### src/rtl/dsc_pkg.sv
package dsc_pkg;

    localparam int CNT_W = 4;

    typedef enum logic [2:0] {
        ACT_HOLD,
        ACT_CLEAR,
        ACT_LOAD,
        ACT_UP,
        ACT_DOWN
    } cnt_act_e;

    // Up step; decade mode folds 10..15 back into the legal range
    function automatic logic [CNT_W-1:0] step_up(input logic [CNT_W-1:0] v,
                                                 input logic dec);
        logic [CNT_W-1:0] r;
        if (!dec) begin
            r = v + 1'b1;
        end else if (v < 4'd9) begin
            r = v + 1'b1;
        end else if (v == 4'd9) begin
            r = '0;
        end else if (v[0]) begin
            r = '0;
        end else begin
            r = v - 4'd9;
        end
        return r;
    endfunction

    // Down step; decade mode maps 10..15 onto 4..9
    function automatic logic [CNT_W-1:0] step_down(input logic [CNT_W-1:0] v,
                                                   input logic dec);
        logic [CNT_W-1:0] r;
        if (!dec) begin
            r = v - 1'b1;
        end else if (v == '0) begin
            r = 4'd9;
        end else if (v > 4'd9) begin
            r = v - 4'd6;
        end else begin
            r = v - 1'b1;
        end
        return r;
    endfunction

endpackage

### src/rtl/dsc_strobe_sync.sv
module dsc_strobe_sync #(
    parameter int STAGES = 2
) (
    input  logic clk,
    input  logic rst_n,
    input  logic strobe,
    output logic level,
    output logic rise
);

    localparam int LAST = STAGES - 1;

    // chain[LAST] is the synchronized level, chain[STAGES] its one-clock-old copy
    logic [STAGES:0] chain;

    always_ff @(posedge clk or negedge rst_n) begin
        if (!rst_n) begin
            chain <= '1;          // idle-high strobes: no edge out of reset
        end else begin
            chain <= {chain[STAGES-1:0], strobe};
        end
    end

    always_comb begin
        level = chain[LAST];
        rise  = chain[LAST] & ~chain[STAGES];
    end

    // a detected edge lasts exactly one clock
    a_r11_single_rise: assert property (@(posedge clk) disable iff (!rst_n)
        rise |=> !rise);

endmodule

### src/rtl/dsc_count_core.sv
module dsc_count_core
    import dsc_pkg::*;
#(
    parameter bit DECADE = 1'b1
) (
    input  logic             clk,
    input  logic             rst_n,
    input  logic             clear,
    input  logic             load_n,
    input  logic [CNT_W-1:0] preset,
    input  logic             up_lvl,
    input  logic             up_rise,
    input  logic             dn_lvl,
    input  logic             dn_rise,
    output logic [CNT_W-1:0] count
);

    localparam logic [CNT_W-1:0] TOP = DECADE ? 4'd9 : 4'd15;

    cnt_act_e         act;
    logic [CNT_W-1:0] count_q;
    logic [CNT_W-1:0] count_d;

    // Action selection, highest priority first
    always_comb begin
        if (clear) begin
            act = ACT_CLEAR;
        end else if (!load_n) begin
            act = ACT_LOAD;
        end else if (up_rise && dn_rise) begin
            act = ACT_HOLD;
        end else if (up_rise && dn_lvl) begin
            act = ACT_UP;
        end else if (dn_rise && up_lvl) begin
            act = ACT_DOWN;
        end else begin
            act = ACT_HOLD;
        end
    end

    always_comb begin
        unique case (act)
            ACT_CLEAR: count_d = '0;
            ACT_LOAD:  count_d = preset;
            ACT_UP:    count_d = step_up(count_q, DECADE);
            ACT_DOWN:  count_d = step_down(count_q, DECADE);
            default:   count_d = count_q;
        endcase
    end

    always_ff @(posedge clk or negedge rst_n) begin
        if (!rst_n) begin
            count_q <= '0;
        end else begin
            count_q <= count_d;
        end
    end

    assign count = count_q;

    a_r4_clear_zero: assert property (@(posedge clk) disable iff (!rst_n)
        clear |=> (count_q == '0));

    a_r3_load_preset: assert property (@(posedge clk) disable iff (!rst_n)
        (!clear && !load_n) |=> (count_q == $past(preset)));

    a_r8_both_hold: assert property (@(posedge clk) disable iff (!rst_n)
        (!clear && load_n && up_rise && dn_rise) |=> $stable(count_q));

    a_r1_gated_up: assert property (@(posedge clk) disable iff (!rst_n)
        (!clear && load_n && up_rise && !dn_lvl && !dn_rise) |=> $stable(count_q));

    a_r2_gated_down: assert property (@(posedge clk) disable iff (!rst_n)
        (!clear && load_n && dn_rise && !up_lvl && !up_rise) |=> $stable(count_q));

    a_r9_up_lands_legal: assert property (@(posedge clk) disable iff (!rst_n)
        (!clear && load_n && up_rise && dn_lvl && !dn_rise) |=> (count_q <= TOP));

    a_r9_down_lands_legal: assert property (@(posedge clk) disable iff (!rst_n)
        (!clear && load_n && dn_rise && up_lvl && !up_rise) |=> (count_q <= TOP));

endmodule

### src/rtl/dsc_tc_gen.sv
module dsc_tc_gen
    import dsc_pkg::*;
#(
    parameter bit DECADE = 1'b1
) (
    input  logic [CNT_W-1:0] count,
    input  logic             up_lvl,
    input  logic             dn_lvl,
    output logic             carry_n,
    output logic             borrow_n
);

    localparam logic [CNT_W-1:0] TOP = DECADE ? 4'd9 : 4'd15;

    always_comb begin
        carry_n  = ~((count == TOP) && !up_lvl);
        borrow_n = ~((count == '0)  && !dn_lvl);
    end

endmodule

### src/rtl/dual_strobe_counter.sv
module dual_strobe_counter
    import dsc_pkg::*;
#(
    parameter bit DECADE      = 1'b1,
    parameter int SYNC_STAGES = 2
) (
    input  logic       clk,
    input  logic       rst_n,
    input  logic       stb_up,
    input  logic       stb_dn,
    input  logic       load_n,
    input  logic       clear,
    input  logic [3:0] preset,
    output logic [3:0] count,
    output logic       carry_n,
    output logic       borrow_n
);

    localparam int              NSTB = 2;   // index 0: up, index 1: down
    localparam logic [CNT_W-1:0] TOP = DECADE ? 4'd9 : 4'd15;

    logic [NSTB-1:0] stb_raw;
    logic [NSTB-1:0] stb_lvl;
    logic [NSTB-1:0] stb_rise;

    assign stb_raw = {stb_dn, stb_up};

    for (genvar g = 0; g < NSTB; g++) begin : g_sync
        dsc_strobe_sync #(.STAGES(SYNC_STAGES)) u_sync (
            .clk    (clk),
            .rst_n  (rst_n),
            .strobe (stb_raw[g]),
            .level  (stb_lvl[g]),
            .rise   (stb_rise[g])
        );
    end

    dsc_count_core #(.DECADE(DECADE)) u_core (
        .clk     (clk),
        .rst_n   (rst_n),
        .clear   (clear),
        .load_n  (load_n),
        .preset  (preset),
        .up_lvl  (stb_lvl[0]),
        .up_rise (stb_rise[0]),
        .dn_lvl  (stb_lvl[1]),
        .dn_rise (stb_rise[1]),
        .count   (count)
    );

    dsc_tc_gen #(.DECADE(DECADE)) u_tc (
        .count    (count),
        .up_lvl   (stb_lvl[0]),
        .dn_lvl   (stb_lvl[1]),
        .carry_n  (carry_n),
        .borrow_n (borrow_n)
    );

    a_r6_carry_only_at_top: assert property (@(posedge clk) disable iff (!rst_n)
        !carry_n |-> (count == TOP));

    a_r7_borrow_only_at_zero: assert property (@(posedge clk) disable iff (!rst_n)
        !borrow_n |-> (count == '0));

endmodule

### config.mk
export PLATFORM = sky130hd
export DESIGN_NAME = dual_strobe_counter
export DESIGN_NICKNAME = d
export VERILOG_FILES = /design/src/rtl/dsc_pkg.sv /design/src/rtl/dsc_strobe_sync.sv /design/src/rtl/dsc_count_core.sv /design/src/rtl/dsc_tc_gen.sv /design/src/rtl/dual_strobe_counter.sv
export SDC_FILE = /design/constraint.sdc
export NUM_CORES = 1
export LEC_CHECK = 0
export CAP_MARGIN = 10
export CORE_ASPECT_RATIO = 0.9
export CORE_MARGIN = 2
export CORE_UTILIZATION = 40
export DETAILED_ROUTE_END_ITERATION = 16
export DONT_BUFFER_PORTS = 1
export PLACE_DENSITY = 0.59
export SYNTH_ARGS = -nofsm -noshare
export SYNTH_HDL_FRONTEND = slang
export SYNTH_HIERARCHICAL = 1
export SYNTH_SLANG_ARGS = --single-unit
### constraint.sdc
create_clock -name clk -period 2.75 [get_ports clk]
set_clock_uncertainty 0.15 [all_clocks]
set_input_delay 0.4125 -clock clk [delete_from_list [all_inputs] [get_ports clk]]
set_output_delay 0.4125 -clock clk [all_outputs]
set_load 0.1 [all_outputs]
==> results of run 1 <==
## power breakdown
part | switching (W) | total (W) | internal, W
sequential | 0.0000108 | 0.000171 | 0.000160
clock | 0.0000439 | 0.0000996 | 0.0000558
combinational | 0.0000957 | 0.000140 | 0.0000439
## stage by stage
| step | utilization, % | hold WS (ns) |
|---|---|---|
| after CTS | 50.58 | 0.1522 |
| after global placement | 47.33 | -0.03288 |
| after global routing | 50.58 | 0.1516 |
| after detailed placement | 47.33 | -0.03289 |
| final | 50.58 | 0.1636 |
| after floorplan | - | -0.03309 |
## logic make-up after synthesis
group / Yosys count / synth area share [%]
mux: 1 / 1.483
compound gates: 21 / 20.92
fa+ha+maj: 6 / 9.884
simple gates: 33 / 28.67
xor+xnor: 1 / 1.153
buf+inv: 6 / 3.953
flops: 10 / 33.94
## worst min-delay path by stage
stage | endpoint | slack [ns]
2_1_floorplan | u_core/count[0] | -0.03
3_3_place_gp | u_core/count[3] | -0.03
3_5_place_dp | u_core/count[3] | -0.03
4_1_cts | u_core/count[1] | 0.15
5_1_grt | u_core/count[1] | 0.15
6_report | u_core/count[1] | 0.16
## metal layers
| metal | routed length, um | track usage (%) | share of wire (%) |
|---|---|---|---|
| met5 | 0 | 0 | 0 |
| met4 | 0 | 1.667 | 0 |
| met3 | 206 | 6.291 | 12 |
| met2 | 686 | 23.47 | 41 |
| met1 | 770 | 22.82 | 46 |
## placed cells by master (no fill, tap or decap), types with 2 or more instances in the layout
| master | count |
|---|---|
| nor2b_4 | 2 |
| nand3b_1 | 2 |
| a211o_1 | 3 |
| nand2b_1 | 4 |
| dfstp_2 | 6 |
| nor2_1 | 4 |
| a21oi_1 | 4 |
| buf_4 | 6 |
| clkbuf_4 | 3 |
| nor3b_1 | 2 |
| ha_1 | 6 |
| inv_1 | 4 |
| o32a_1 | 2 |
| or2b_2 | 2 |
| dfrtp_1 | 3 |
| nand3_1 | 2 |
| nand2_1 | 6 |
| o21ai_0 | 2 |
| nor3_1 | 2 |
| dlygate4sd3_1 | 3 |
## what timing repair did
item                      CTS  global route
hold endpoints to repair   12             0
gates resized for setup     0             0
hold buffers                3             0
## cells in the mapped netlist, types with 2 or more instances
cell / number
inv_1: 4
ha_1: 6
nand3_1: 2
dfstp_2: 6
nor3b_1: 2
nand2_1: 6
or2b_2: 2
o32a_1: 2
a211o_1: 3
a21oi_1: 4
nor2_1: 4
buf_4: 2
nor2b_4: 2
nand2b_1: 4
dfrtp_1: 4
nor3_1: 2
o21ai_0: 2
nand3b_1: 2
## registers in the layout (all words and copies together) (netlist names)
signal and cells:
g_sync.u_sync/chain 6, u_core/count 4
## critical path, cell delays in order, from the launching register on
cell and delay, ns:
dfrtp_2 0.42, buf_4 0.26, nor3_1 0.23, nand2_1 0.07, buf_4 0.23
## layout make-up
cell class / instances / area [um2] / share of cell area (%)
inverters: 4 / 15.01 / 1.712
well taps: 24 / 30.03 / 3.424
repair buffers: 9 / 75.07 / 8.559
clock buffers: 4 / 26.28 / 2.996
multi-input cells: 62 / 471.7 / 53.78
flip-flops and latches: 10 / 259.0 / 29.53
==> impl_results.md, run 1 <==
- Clk pin slew, worst setup/hold paths: 0.06 ns
- Critical path startpoint category: flip-flop
- Max-cap violation count: 0
- Cell count after synthesis: 78
- Die area: 2264 um2
- Final Cell Area: 877.1 um2
- Diodes inserted: 0
- Core area: 1734 um2
- Largest area contributor in the netlist: dfstp_2
- Clk_lat worst skew: around 0.26 ns
- Final setup vio count: 0
- Power Dens Cells: about 470 nW/um2
- Internal reg-to-reg setup slack: 0.73 ns
- Largest net degree at the start of global routing: 13
- Final std cells w/o fill: 113
- Fin worst setup slack: 0.7098 ns
- DR WL/cell: about 15 um
- H-tree level count: 1
- Share of the synthesized area in the top cell type: 20.76%
- Port Buf Inserts: 0
- Final number of hold-violating endpoints: 0
- Critical Path Start: u_core/count[0]
- Post-CTS Setup Inserts: 0
- Kind of critical path: reg2out
- CP required: approximately 2.2 ns
- Hold Path Stages: 2
- Dpl cells: 106
- Pleak: 0.3693 nW
- Final wirelength: between 1.5 and 2 mm
- Crit. End Element: output port
- Fin Setup TNS: 0 ns
- CTS tree: built
- Clock root buffer: clkbuf_4
- R2R depth: 6
- Die W: 49.93 um
- Syn_nets: 94
- Worst min path class: in2reg
- Worst Path Arrival: 1.48 ns
- Die Y: about 45 um
- Dpl cell area: around 820 um2
- Final RePlAce weighted congestion: 0.7950
- RR Startpoint: u_core/count[1]
- Minimum clock period: ~2.0 ns
- Post-synth ARST share: 100.0%
- Starting density of the core: 43.80%
- Status: finished clean
- Seq cells post-synth: 10
- Nets: 106
- Initial antenna violation count: 0
- VDD IR-drop max: a little over 300 uV
- Share of layout cells above drive strength 1: 26.97%
- Vias in the first global route: 570
- DR iter-0 viols: 26
- Total number of vias: 636
- ANT nets after route: 0
- Synth-to-Final Area Change: 15.49%
- YS warnings: 6
- I/O pins: 16
- Fill count: 151
- DRC: 0
- First-pass GRT wire length: 2.649 mm
- Final period util: 74.19%
- Max-slew violation total from the final report: 0
- Max clock buf depth: 2
- Aggregate global routing overflow: 0
- Post-synth cell types: 37
- Clock sink count: 10
- Hpwl dp: 1.287 mm
- Relative slew slack: 70.38%
- Gr usage total: 15.93%
- Top cells by area, synth: dfstp_2 (21%), dfrtp_1 (13%), ha_1 (9.9%)
- Tot Pwr: 0.0004098 W
- Sequential area share after synthesis: 33.94%
- Crit Reg-Reg Endpoint: u_core/count[1]
- Top_reg_cell synth: dfstp_2
- Mapped cell area: 759.5 um2
- Syn_area_per_cell: 9.737 um2
- Routed vias/inst: 5.628
- Worst-Margin Slew: 0.4429 ns
- End of the critical path: borrow_n
- RSZ-0062 raised after global routing: false
- Critical Path Fanout Max: 10
- Max Clock Freq: just under 500 MHz
- Post-synth EDFFs: 0
- Hold_sp: preset[1]
- Total CTS buffers: 3
- DRT Pass-1 Iters: 4
- Post-Place Worst Slack: 0.7961 ns
- Row count: 14
No activity file was read; power rests on OpenSTA's default activity.
==> inputs of run 2 (changes only) <==
- ABC_AREA: default -> 1
- PLACE_DENSITY: 0.59 -> 0.61
- clock period: 2.75 -> 1.8 ns (I/O delays scaled with it)
==> run 2 against run 1 <==
Sequential power is 59% higher. First-iteration DRC count up 62%. Clock power increased by 100%. Register-to-register slack lost 0.60 ns. Sequential cell count unchanged. Setup slack worse by 0.67 ns. Critical path depth stayed put. Non-clock buffer count rose by 2. Highest routed layer is now met4. Largest cell class unchanged.
==> impl_results.md, run 2 <==
- Mapped cell area: roughly 800 um2
- Max-cap violation count: 0
- Hold WS: 0.09263 ns
- Power Dens Cells: approximately 710 nW/um2
- Most frequent cells in the layout: nand2_1 (35), nor2_1 (22), inv_1 (20), nand3_1 (17)
- Most common cell after layout, fill and taps aside: nand2_1
- Sequential area share after synthesis: 31.55%
- Crit. End Element: output port
- Status: finished clean
- Max clock buf depth: 2
- Routed vias/inst: 5.048
- Final wirelength: 2.019 mm
- I/O pins: 16
- Die W: 51.64 um
- Post-CTS Setup Inserts: 0
- Commonest cells in the netlist: nand2_1 (35), nor2_1 (22), inv_1 (20), nand3_1 (18)
- Critical Path Fanout Max: 7
- Pleak: about 0.52 nW
- Minimum clock period: 1.761 ns
- Dpl cells: 158
- Cell count after synthesis: 126
- Worst min path class: in2reg
- RSZ-0062 raised after global routing: true
- Total CTS buffers: 3
- Synth-to-Final Area Change: 24.81%
- Core area: 1914 um2
- Max FFs per register: 6
- Final Util: 53.27%
- Max-slew violation total from the final report: 0
- DR WL/cell: 12.24 um
- Syn_area_per_cell: approximately 6.5 um2
- Top cells by area, synth: dfstp_2 (19%), nand2_1 (16%), dfrtp_1 (12%)
- Total number of vias: 833
- First-pass GRT wire length: 3.049 mm
- ANT nets after route: 0
- Largest register by flop count: g_sync.u_sync/chain
- Row count: 15
- Clock sink count: 10
- Die Y: 46.88 um
- Final setup vio count: 0
- Vias in the first global route: 717
- Hpwl dp: 1.494 mm
- Largest net degree at the start of global routing: 15
- Aggregate global routing overflow: 0
- Post-synth EDFFs: 0
- Final period util: 97.85%
- Clk pin slew, worst setup/hold paths: 0.07 ns
- Port Buf Inserts: 0
- Syn_nets: 142
- Final std cells w/o fill: between 150 and 200
- DRC: 0
- Critical path startpoint category: flip-flop
- Top_reg_cell synth: dfstp_2
- CP required: 1.38 ns
- Final number of hold-violating endpoints: 0
- Count leader, synth: nand2_1
- Max Clock Freq: 567.8 MHz
- Clk_lat worst skew: 0.27 ns
- Relative slew slack: between 60 and 70%
- YS warnings: 6
- Gr usage total: 17.67%
- Kind of critical path: reg2out
- Share of the synthesized area in the top cell type: 19.30%
- Worst-Margin Slew: 0.4543 ns
- Clock root buffer: clkbuf_4
- H-tree level count: 1
- Fin worst setup slack: slightly below 0.04 ns
- Diodes inserted: 0
- Post-synth cell types: 16
- DRT Pass-1 Iters: 5
- Post-Place Worst Slack: 0.1379 ns
- DR iter-0 viols: 42
- Initial antenna violation count: 0
- VDD IR-drop max: 606.6 uV
- Seq cells post-synth: 10
- Nets: 157
- Die area: approximately 2400 um2
- Post-synth ARST share: 100.0%
- Starting density of the core: a little over two fifths
- Largest area contributor in the netlist: dfstp_2
- CTS tree: built
- Worst Path Arrival: 1.34 ns
- Share of layout cells above drive strength 1: between 20 and 25%
- Final RePlAce weighted congestion: 0.8967
==> run 2: changes by cell type in the layout (fill, tap and decap cells not counted), sizes merged, moves of 3 or more <==
cell,delta
nor2b,-3
a211o,-3
nand3,+16
nand2b,-4
inv,+17
o21ai,-3
nor2,+20
nand2,+31
==> run 2: routing by layer <==
metal	vias up	global-route usage [%]	share of wire [%]
li1	416	-	-
met1	376	22.09	46
met2	37	30.77	47
met3	4	2.866	5.5
met4	0	7.895	1.1
met5	-	0	0
==> run 2: final cells by class <==
| class | instances | area, um2 |
|---|---|---|
| Clock buffer | 4 | 36.28 |
| Fill cell | 201 | 894.6 |
| Timing Repair Buffer | 11 | 115.1 |
| Inverter | 21 | 78.83 |
| Multi-Input combinational cell | 94 | 485.5 |
| Tap cell | 25 | 31.28 |
| Sequential cell | 10 | 272.8 |
==> run 2: worst max-delay path, cell delays in order (launching register included) <==
cell and delay [ns]:
dfrtp_4 0.47, buf_4 0.17, nor2_1 0.11, nand3b_1 0.13, buf_12 0.19
==> run 2: logic make-up (layout without fill, tap and decap cells) <==
family | count (synthesis) | after routing | synth area share [%]
compound gates | 3 | 3 | 1.837
xor+xnor | 1 | 1 | 1.072
fa+ha+maj | 6 | 6 | 9.188
buf+inv | 22 | 36 | 11.03
flops | 10 | 10 | 31.55
simple gates | 84 | 84 | 45.33
==> run 2: repair_timing <==
item / CTS / global route
setup endpoints to repair: 0 / 2
gates resized for setup: 0 / 2
hold buffers: 3 / 0
hold endpoints to repair: 12 / 0
==> run 2: stage by stage <==
step | area, um2 | TNS [ns] | power [W]
6_report | 1020 | 0 | 0.0007233
5_1_grt | 1020 | -0.009274 | 0.0007637
4_1_cts | 1012 | 0 | 0.0007239
3_5_place_dp | 945.9 | 0 | 0.0005101
3_3_place_gp | 945.9 | 0 | 0.0005083
2_1_floorplan | 840.8 | -0.1235 | 0.0004559
==> run 2: final timing paths <==
kind | start | end | slack (ns) | cells after the start
min in group asynchronous | rst_n | u_core/count[2] | 0.23 | 1
worst max register to register | u_core/count[0] | u_core/count[3] | 0.13 | 8
max in group asynchronous | rst_n | u_core/count[3] | 0.91 | 1
worst min register to register | g_sync[0].u_sync/chain[0] | g_sync[0].u_sync/chain[1] | 0.20 | 0
worst max-delay path | u_core/count[1] | borrow_n | 0.04 | 4
worst min-delay path | preset[3] | u_core/count[3] | 0.09 | 4
==> run 2: where the power goes <==
part           internal [W]  switching (W)  leakage [nW]
Combinational     0.0000770       0.000171         0.391
Sequential         0.000248      0.0000232         0.110
Clock              0.000123      0.0000808        0.0210
==> inputs of run 3 (changes only) <==
- ABC_AREA: 1 -> default
==> run 3 against run 2 <==
Critical endpoint is now carry_n. Combinational power is 14% higher. Non-clock buffer count is 13 higher. First-iteration DRC count is 19% higher. Cell count is 22% lower. Largest cell class unchanged. The flow now finishes with violations (negative setup slack). Register-to-register slack worse by 0.16 ns.
==> impl_results.md, run 3 (synthesis results as in run 1) <==
- Status: complete, but fails checks
- Violated checks: negative setup slack
- Worst-Margin Slew: 0.4824 ns
- Most frequent cells in the layout: buf_4 (16), dfstp_2 (6), nand2_1 (5)
- Initial antenna violation count: 0
- Sw Ratio: 36.79%
- Final number of hold-violating endpoints: 0
- Crit path max-delay family: flip-flops
- Dpl cells: 116
- Fin worst setup slack: -0.04183 ns
- Max-cap violation count: 0
- RR Startpoint: u_core/count[0]
- DR WL/cell: 14.86 um
- Aggregate global routing overflow: 0
- Final RePlAce weighted congestion: about 0.79
- Most common cell after layout, fill and taps aside: buf_4
- Die W: 49.93 um
- Pleak: between 0.4 and 0.5 nW
- Final setup vio count: 5
- Critical Path Fanout Max: 6
- Hpwl dp: about 1.4 mm
- Clk pin slew, worst setup/hold paths: 0.08 ns
- Starting density of the core: 43.80%
- Final wirelength: between 1.5 and 2 mm
- Worst min path class: in2reg
- Diodes inserted: 0
- Power Dens Cells: 654.8 nW/um2
- Sequential share of power: 37.4%
- Crit Reg-Reg Endpoint: u_core/count[3]
- CTS tree: built
- RSZ-0062 raised after global routing: true
- Port Buf Inserts: 0
- Clock Power Share: ~23%
- Internal reg-to-reg setup slack: -0.03 ns
- Kind of critical path: reg2out
- DR top layer: met4
- Hold Path Sink: u_core/count[2]
- Routed vias/inst: 5.586
- Core area: 1734 um2
- Row count: 14
- CP required: 1.38 ns
- Routed wl met2: around 830 um
- Critical path startpoint category: flip-flop
- Worst-path cell chain: buf_12 -> nor2_4 -> nand4b_1 -> buf_12
- Die Y: 45.34 um
- M1 WL: 895 um
- H-tree level count: 1
- Total number of vias: 715
- Relative slew slack: 67.74%
- WP buf/inv: 2
- Nets: roughly 120
- VDD IR-drop max: a little over 400 uV
- First-pass GRT wire length: 3.139 mm
- Comb power frac: 39.6%
- Final std cells w/o fill: 128
- Synth-to-Final Area Change: 43.33%
- ANT nets after route: 0
- Share of layout cells above drive strength 1: approximately half
- Post-Place Worst Slack: -0.1108 ns
- Largest net degree at the start of global routing: 16
- Clk_lat worst skew: between 0.2 and 0.3 ns
- Total CTS buffers: 3
- Hold_sp: preset[2]
- I/O pins: 16
- Minimum clock period: 1.842 ns
- Tot Pwr: 0.0007128 W
- Worst Path Arrival: 1.42 ns
- R2R depth: 6
- DRC: 0
- Max Clock Freq: roughly 540 MHz
- CP dominant cell by count: buf_12
- Met3 wire length: approximately 160 um
- Sw Pwr: 0.0002623 W
- DRT Pass-1 Iters: 4
- Slowest cell delay on critical path: roughly 0.50 ns
- Largest register by flop count: g_sync.u_sync/chain
- CP max-delay cell: dfrtp_4
- Final Util: ~63%
- Max FFs per register: 6
- Final period util: 102.3%
- DR iter-0 viols: 50
- Clock sink count: 10
- Vias in the first global route: a little under 700
- Die area: 2264 um2
- Max clock buf depth: 2
- Gr usage total: 19.02%
- Internal power: 0.0004505 W
- Crit. End Element: output port
- Clock root buffer: clkbuf_4
- Max-slew violation total from the final report: 0
- Hold Path Stages: 2
- Fill count: 140
## run 3: changes by cell type in the layout (fill, tap and decap cells not counted), moves of 3 or more
cell	delta
nand2b_1	+4
nor2_1	-19
nand3_1	-16
nand2_1	-30
buf_4	+10
a211o_1	+3
inv_1	-18
## run 3: timing repair
item / CTS / global route
endpoints found under the hold margin: 13 / 0
setup endpoints to repair: 4 / 6
hold buffers: 4 / 0
gates resized for setup: 8 / 5
pin swaps: 2 / 4
setup buffers: 2 / 2
## run 3: cell type report
class,count,area (um2),share of cell area (%)
Clock buffer,4,26.28,2.414
Inverter,4,15.01,1.379
Multi-Input combinational cell,62,513.0,47.13
Sequential cell,10,272.8,25.06
Tap cell,24,30.03,2.759
Timing Repair Buffer,24,231.5,21.26
## run 3: worst max path at each step
| stage | from | endpoint | slack (ns) | depth (start not counted) |
|---|---|---|---|---|
| 2_1_floorplan | u_core/count[2] | carry_n | -0.32 | 2 |
| 5_1_grt | u_core/count[1] | carry_n | -0.11 | 4 |
| 6_report | u_core/count[1] | carry_n | -0.04 | 4 |
| 3_3_place_gp | u_core/count[1] | u_core/count[1] | -0.09 | 6 |
| 4_1_cts | u_core/count[1] | carry_n | -0.04 | 4 |
| 3_5_place_dp | u_core/count[1] | u_core/count[1] | -0.11 | 6 |
## run 3: worst register-to-register path, cell delays in order (launching register included)
cell and delay [ns]:
dfrtp_4 0.51, ha_2 0.21, nor2_2 0.15, o21ai_2 0.09, buf_4 0.14, o32a_1 0.17
a211o_1 0.29
## run 3: layer usage
metal  track usage, %  vias up
met5                0        -
met4            5.556        0
met3            4.967        2
met2            29.87       29
met1            26.03      338
li1                 -      346
## run 3: per-stage QoR
stage	hold WS, ns	setup TNS, ns	area [um2]
finish	0.02629	-0.1028	1089
global route	0.02555	-0.4885	1089
CTS	0.01802	-0.07375	1049
detailed placement	-0.1752	-0.1242	939.7
global placement	-0.1753	-0.1418	939.7
floorplan	-0.1756	-0.9972	779.5
## run 3: power groups by stage
stage / logic [W] / clock network, W / registers [W]
2_1_floorplan: 0.000119 / 0 / 0.000317
6_report: 0.000282 / 0.000164 / 0.000267
3_3_place_gp: 0.000238 / 0 / 0.000267
4_1_cts: 0.000266 / 0.000169 / 0.000265
3_5_place_dp: 0.000239 / 0 / 0.000267
5_1_grt: 0.000300 / 0.000183 / 0.000269
